==> src/rtl/rsr_pkg.sv <==
`timescale 1ns/1ps
package rsr_pkg;
    localparam int REG_W    = 8;
    localparam int NSRC     = 5;
    localparam int POR_BIT  = 7;
    localparam int BRK_BIT  = 1;
    // source index: 0 pin, 1 watchdog, 2 illegal opcode, 3 illegal address, 4 low voltage
    localparam int SRC_POS [NSRC] = '{6, 5, 4, 3, 1};

    typedef struct packed {
        logic [REG_W-1:0] flags;
    } cause_state_t;

    typedef struct packed {
        logic brk;
    } brk_state_t;
endpackage

==> src/rtl/rsr_bus_decode.sv <==
`timescale 1ns/1ps
module rsr_bus_decode #(
    parameter int ADDR_W   = 8,
    parameter int STAT_OFS = 1,
    parameter int BRK_OFS  = 0
) (
    input  logic [ADDR_W-1:0]        addr_i,
    input  logic                     rd_i,
    input  logic                     wr_i,
    input  logic [rsr_pkg::REG_W-1:0] stat_i,
    input  logic                     brk_i,
    output logic                     stat_rd_o,
    output logic                     brk_wr_o,
    output logic [rsr_pkg::REG_W-1:0] rdata_o
);
    import rsr_pkg::*;

    localparam logic [ADDR_W-1:0] STAT_A = ADDR_W'(STAT_OFS);
    localparam logic [ADDR_W-1:0] BRK_A  = ADDR_W'(BRK_OFS);

    logic sel_stat, sel_brk;

    always_comb begin
        sel_stat  = (addr_i == STAT_A);
        sel_brk   = (addr_i == BRK_A);
        stat_rd_o = rd_i & sel_stat;
        brk_wr_o  = wr_i & sel_brk;
        rdata_o   = '0;
        if (sel_stat) begin
            rdata_o = stat_i;
        end else if (sel_brk) begin
            rdata_o[BRK_BIT] = brk_i;
        end
    end
endmodule

==> src/rtl/rsr_cause_flags.sv <==
`timescale 1ns/1ps
module rsr_cause_flags (
    input  logic                      clk,
    input  logic                      por_i,
    input  logic [rsr_pkg::NSRC-1:0]  src_i,
    input  logic                      clr_i,
    output logic [rsr_pkg::REG_W-1:0] flags_o
);
    import rsr_pkg::*;

    cause_state_t st_d, st_q;
    logic [REG_W-1:0] set_mask;

    always_comb begin
        set_mask = '0;
        for (int i = 0; i < NSRC; i++) begin
            set_mask[SRC_POS[i]] = src_i[i];
        end
        st_d = st_q;
        if (por_i) begin
            st_d.flags          = '0;
            st_d.flags[POR_BIT] = 1'b1;
        end else if (clr_i) begin
            st_d.flags = set_mask;
        end else begin
            st_d.flags = st_q.flags | set_mask;
        end
    end

    always_ff @(posedge clk) begin
        st_q <= st_d;
    end

    assign flags_o = st_q.flags;


    sticky_flags_chk: assert property (@(posedge clk) disable iff (por_i)
        !clr_i |=> ((flags_o & $past(flags_o)) == $past(flags_o)));


    read_clears_chk: assert property (@(posedge clk) disable iff (por_i)
        (clr_i && src_i == '0) |=> (flags_o == '0));


    collide_keeps_chk: assert property (@(posedge clk) disable iff (por_i)
        (clr_i && src_i != '0) |=> (flags_o != '0));
endmodule

==> src/rtl/rsr_break_flag.sv <==
`timescale 1ns/1ps
module rsr_break_flag (
    input  logic clk,
    input  logic por_i,
    input  logic set_i,
    input  logic wr_i,
    input  logic wbit_i,
    output logic brk_o
);
    import rsr_pkg::*;

    brk_state_t st_d, st_q;

    always_comb begin
        st_d = st_q;
        if (por_i) begin
            st_d.brk = 1'b0;
        end else if (set_i) begin
            st_d.brk = 1'b1;
        end else if (wr_i && !wbit_i) begin
            st_d.brk = 1'b0;
        end
    end

    always_ff @(posedge clk) begin
        st_q <= st_d;
    end

    assign brk_o = st_q.brk;


    brk_set_chk: assert property (@(posedge clk) disable iff (por_i)
        set_i |=> brk_o);


    brk_write_one_chk: assert property (@(posedge clk) disable iff (por_i)
        (wr_i && wbit_i && !set_i) |=> $stable(brk_o));
endmodule

==> src/rtl/rst_cause_reg.sv <==
`timescale 1ns/1ps
module rst_cause_reg #(
    parameter int ADDR_W   = 8,
    parameter int STAT_OFS = 1,
    parameter int BRK_OFS  = 0
) (
    input  logic              clk,
    input  logic              por_evt_i,
    input  logic              pin_evt_i,
    input  logic              wdog_evt_i,
    input  logic              ilop_evt_i,
    input  logic              ilad_evt_i,
    input  logic              lvi_evt_i,
    input  logic              brk_wait_evt_i,
    input  logic [ADDR_W-1:0] addr_i,
    input  logic              rd_i,
    input  logic              wr_i,
    input  logic [7:0]        wdata_i,
    output logic [7:0]        rdata_o
);
    import rsr_pkg::*;

    logic [NSRC-1:0]  src_vec;
    logic [REG_W-1:0] stat_q;
    logic             brk_q;
    logic             stat_rd;
    logic             brk_wr;

    assign src_vec = {lvi_evt_i, ilad_evt_i, ilop_evt_i, wdog_evt_i, pin_evt_i};

    rsr_bus_decode #(
        .ADDR_W   (ADDR_W),
        .STAT_OFS (STAT_OFS),
        .BRK_OFS  (BRK_OFS)
    ) u_dec (
        .addr_i    (addr_i),
        .rd_i      (rd_i),
        .wr_i      (wr_i),
        .stat_i    (stat_q),
        .brk_i     (brk_q),
        .stat_rd_o (stat_rd),
        .brk_wr_o  (brk_wr),
        .rdata_o   (rdata_o)
    );

    rsr_cause_flags u_cause (
        .clk     (clk),
        .por_i   (por_evt_i),
        .src_i   (src_vec),
        .clr_i   (stat_rd),
        .flags_o (stat_q)
    );

    rsr_break_flag u_brk (
        .clk    (clk),
        .por_i  (por_evt_i),
        .set_i  (brk_wait_evt_i),
        .wr_i   (brk_wr),
        .wbit_i (wdata_i[BRK_BIT]),
        .brk_o  (brk_q)
    );


    reserved_zero_chk: assert property (@(posedge clk) disable iff (por_evt_i)
        (addr_i == ADDR_W'(STAT_OFS)) |-> (rdata_o[2] == 1'b0 && rdata_o[0] == 1'b0));
endmodule

==> config.mk <==
export PLATFORM = sky130hd
export DESIGN_NAME = rst_cause_reg
export DESIGN_NICKNAME = d
export VERILOG_FILES = /design/src/rtl/rsr_pkg.sv /design/src/rtl/rsr_bus_decode.sv /design/src/rtl/rsr_cause_flags.sv /design/src/rtl/rsr_break_flag.sv /design/src/rtl/rst_cause_reg.sv
export SDC_FILE = /design/constraint.sdc
export NUM_CORES = 1
export LEC_CHECK = 0
export CAP_MARGIN = 20
export CORE_UTILIZATION = 31
export DETAILED_ROUTE_END_ITERATION = 10
export GPL_ROUTABILITY_DRIVEN = 1
export PLACE_DENSITY = 0.87
export SLEW_MARGIN = 30
export SYNTH_ARGS = -nofsm -noshare
export SYNTH_HDL_FRONTEND = slang
export SYNTH_HIERARCHICAL = 1
export SYNTH_SLANG_ARGS = --single-unit
==> constraint.sdc <==
create_clock -name clk -period 2.2 [get_ports clk]
set_clock_uncertainty 0.2 [all_clocks]
set_input_delay 0.44 -clock clk [delete_from_list [all_inputs] [get_ports clk]]
set_output_delay 0.44 -clock clk [all_outputs]
set_load 0.1 [all_outputs]
==> results.json <==
{
  "status": "finished, violations left",
  "violations": "slew limit, setup timing",
  "die_w_um": 38.9,
  "synth_area_per_cell_um2": 7.69,
  "first_global_vias": 407,
  "synth_top_area_cell": "dfxtp_1",
  "ys_ff_latch": 7,
  "ant_nets": 0,
  "p_total_uw": 321,
  "cts_max_level": 1,
  "crit_fanout": 8,
  "track_usage": 0.167,
  "synth_cells": 55,
  "switching_power_uw": 79.2,
  "fin_crit_sh": 1.04,
  "path_class": "input port to primary output",
  "hold_path.class": "flop to flop",
  "regToRegEndpoint": "u_cause/flags_o[5]",
  "start_kind": "input port",
  "dp.cells": 96,
  "drive_above_1_share": 0.395,
  "final_common_cell": "inv_1",
  "max_freq_mhz": 437,
  "die_h_um": 38.9,
  "yosysWarningCount": 6,
  "finalSetupViolations": 6,
  "diodes": 0,
  "wire_per_inst_um": 10.8,
  "swShare": 0.247,
  "p_int_uw": 242,
  "area_delta_synth_final_pct": 99.4,
  "wl_um": 1080,
  "critPathCaptureType": "primary output",
  "portBuffers": 24,
  "dr.pass1.iters": 4,
  "synthArstFlopShare": 0,
  "worstPathRequired_ps": 1560,
  "rows": 12,
  "rr_worst_depth": 2,
  "antenna_found_initial": 0,
  "nets": 113,
  "cts_tree": "built",
  "path_clk_slew_ps": 50,
  "grt_overflow": 0,
  "postLayoutSetupSlackWorst_ps": -86.3,
  "clk_path_buf_depth": 2,
  "synth_area_um2": 423,
  "start_util": 0.357,
  "clockRootBuffer": "clkbuf_4",
  "first_iter_violations": 1,
  "routed_via_density": 4.39,
  "reg2reg_slack_ps": 1400,
  "grt_max_degree": 9,
  "slew_headroom": -0.857,
  "p_per_area_mw_per_mm2": 381,
  "final_cell_mix": "15 x inv_1, 10 x clkdlybuf4s50_1, 7 x buf_12, 7 x dfxtp_1, 6 x nor3_4",
  "synth.area.top_cells": "dfxtp_1 33%, inv_1 13%, nor3_1 9.5%",
  "comb_power_share": 0.211,
  "place_congestion": 0.621,
  "fillers": 83,
  "dp_hpwl_um": 895,
  "maxCapViolations": 0,
  "netlist-cell-type-count": 17,
  "seq_area_frac_synth": 0.331,
  "grt_setup_unrepaired": "true",
  "grt_pass1_wl_um": 1610,
  "numClockSinks": 7,
  "synth_edf_count": 0,
  "r2r-start": "u_cause/flags_o[5]",
  "synth_top_area_frac": 0.331,
  "fin_crit_ps": 2290,
  "tightest_slew_ps": 2760,
  "cp.arrival_ps": 1650,
  "cts_made_buffers": 3,
  "hold_path_depth": 2,
  "ios": 34,
  "ir_drop_mv": 0.355,
  "place_ws_ps": -434,
  "drc_errors": 0,
  "final_cells": 100,
  "hold_viol": 0,
  "dieArea_mm2": 0.00152,
  "power_frac_seq": 0.432,
  "ys.flop_type": "dfxtp_1",
  "clock_latency_ps": 250,
  "drv_slew": 2,
  "leakagePower_nw": 0.399,
  "hp-start": "u_cause/flags_o[4]",
  "min_to": "u_cause/flags_o[4]",
  "core_mm2": 0.00119,
  "via_count": 439,
  "pwr-share-clk": 0.357
}
==> flip-flops by register name, indices dropped and copies added, names as in the netlist <==
| name | cells |
|---|---|
| u_brk/brk_o | 1 |
| u_cause/flags_o | 6 |
==> cell usage after synthesis (2+ instances only) <==
cell,instances
dfxtp_1,7
nor3_2,2
buf_4,3
nand2b_1,5
nor3_1,8
a21oi_1,5
inv_1,15
==> stage by stage <==
step           hold slack, ps  utilization  area, µm²  setup TNS (ps)
4_1_cts                   269        0.709        841            -573
5_1_grt                   293        0.711        843            -547
6_report                  267        0.711        843            -372
3_3_place_gp              236        0.698        828           -3780
3_5_place_dp              260        0.698        828           -4540
2_1_floorplan             226            -        500           -2210
==> routing by layer <==
layer	vias up	wire length (µm)	track usage	part of all wire
li1	231	-	-	-
met1	187	363	0.148	0.34
met2	19	610	0.321	0.57
met3	2	76	0.0289	0.071
met4	0	25	0.129	0.023
met5	-	0	0	0
==> repair_timing <==
action,4_1_cts,5_1_grt
buffers inserted,0,0
endpoints found under the setup margin,13,6
resized for setup,30,3
hold buffers,0,0
pin swaps,4,3
==> area by class of cell <==
class,count,area [µm²],area share
repair buffers,30,330,0.392
multi-input cells,30,273,0.323
inverters,15,56.3,0.0668
flip-flops and latches,7,140,0.166
well taps,14,17.5,0.0208
clock buffers,4,26.3,0.0312
==> worst max-delay path, stage by stage <==
cell    delay [ps]
buf_6           90
or4b_4         540
buf_12         170
nor3_4         200
buf_12         200
==> how the worst max path moves through the flow <==
stage	slack (ps)	depth (start not counted)	startpoint	end
floorplan	-370	3	addr_i[5]	rdata_o[1]
global placement	-390	4	addr_i[5]	rdata_o[7]
detailed placement	-430	5	addr_i[1]	rdata_o[5]
CTS	-130	5	addr_i[2]	rdata_o[5]
global route	-120	5	addr_i[2]	rdata_o[3]
finish	-90	5	addr_i[2]	rdata_o[3]
==> kinds of logic (layout without fill, tap and decap cells) <==
family                 count (synthesis)  count (layout)  synth area share
other                                  1               2           0.00887
AND/OR/NAND/NOR                       21              21             0.361
multiplexers                           1               1            0.0237
AO/OA/AOI/OAI                          6               6            0.0769
flip-flops                             7               7             0.331
buffers and inverters                 19              49             0.198
==> power by group through the flow <==
stage | Sequential [mW] | Combinational [mW] | Clock, mW
after global placement | 0.141 | 0.0689 | 0
after CTS | 0.139 | 0.0676 | 0.121
final | 0.139 | 0.0676 | 0.114
after detailed placement | 0.141 | 0.0709 | 0
after global routing | 0.139 | 0.0736 | 0.126
after floorplan | 0.140 | 0.0321 | 0
No activity file was read; power rests on OpenSTA's default activity.
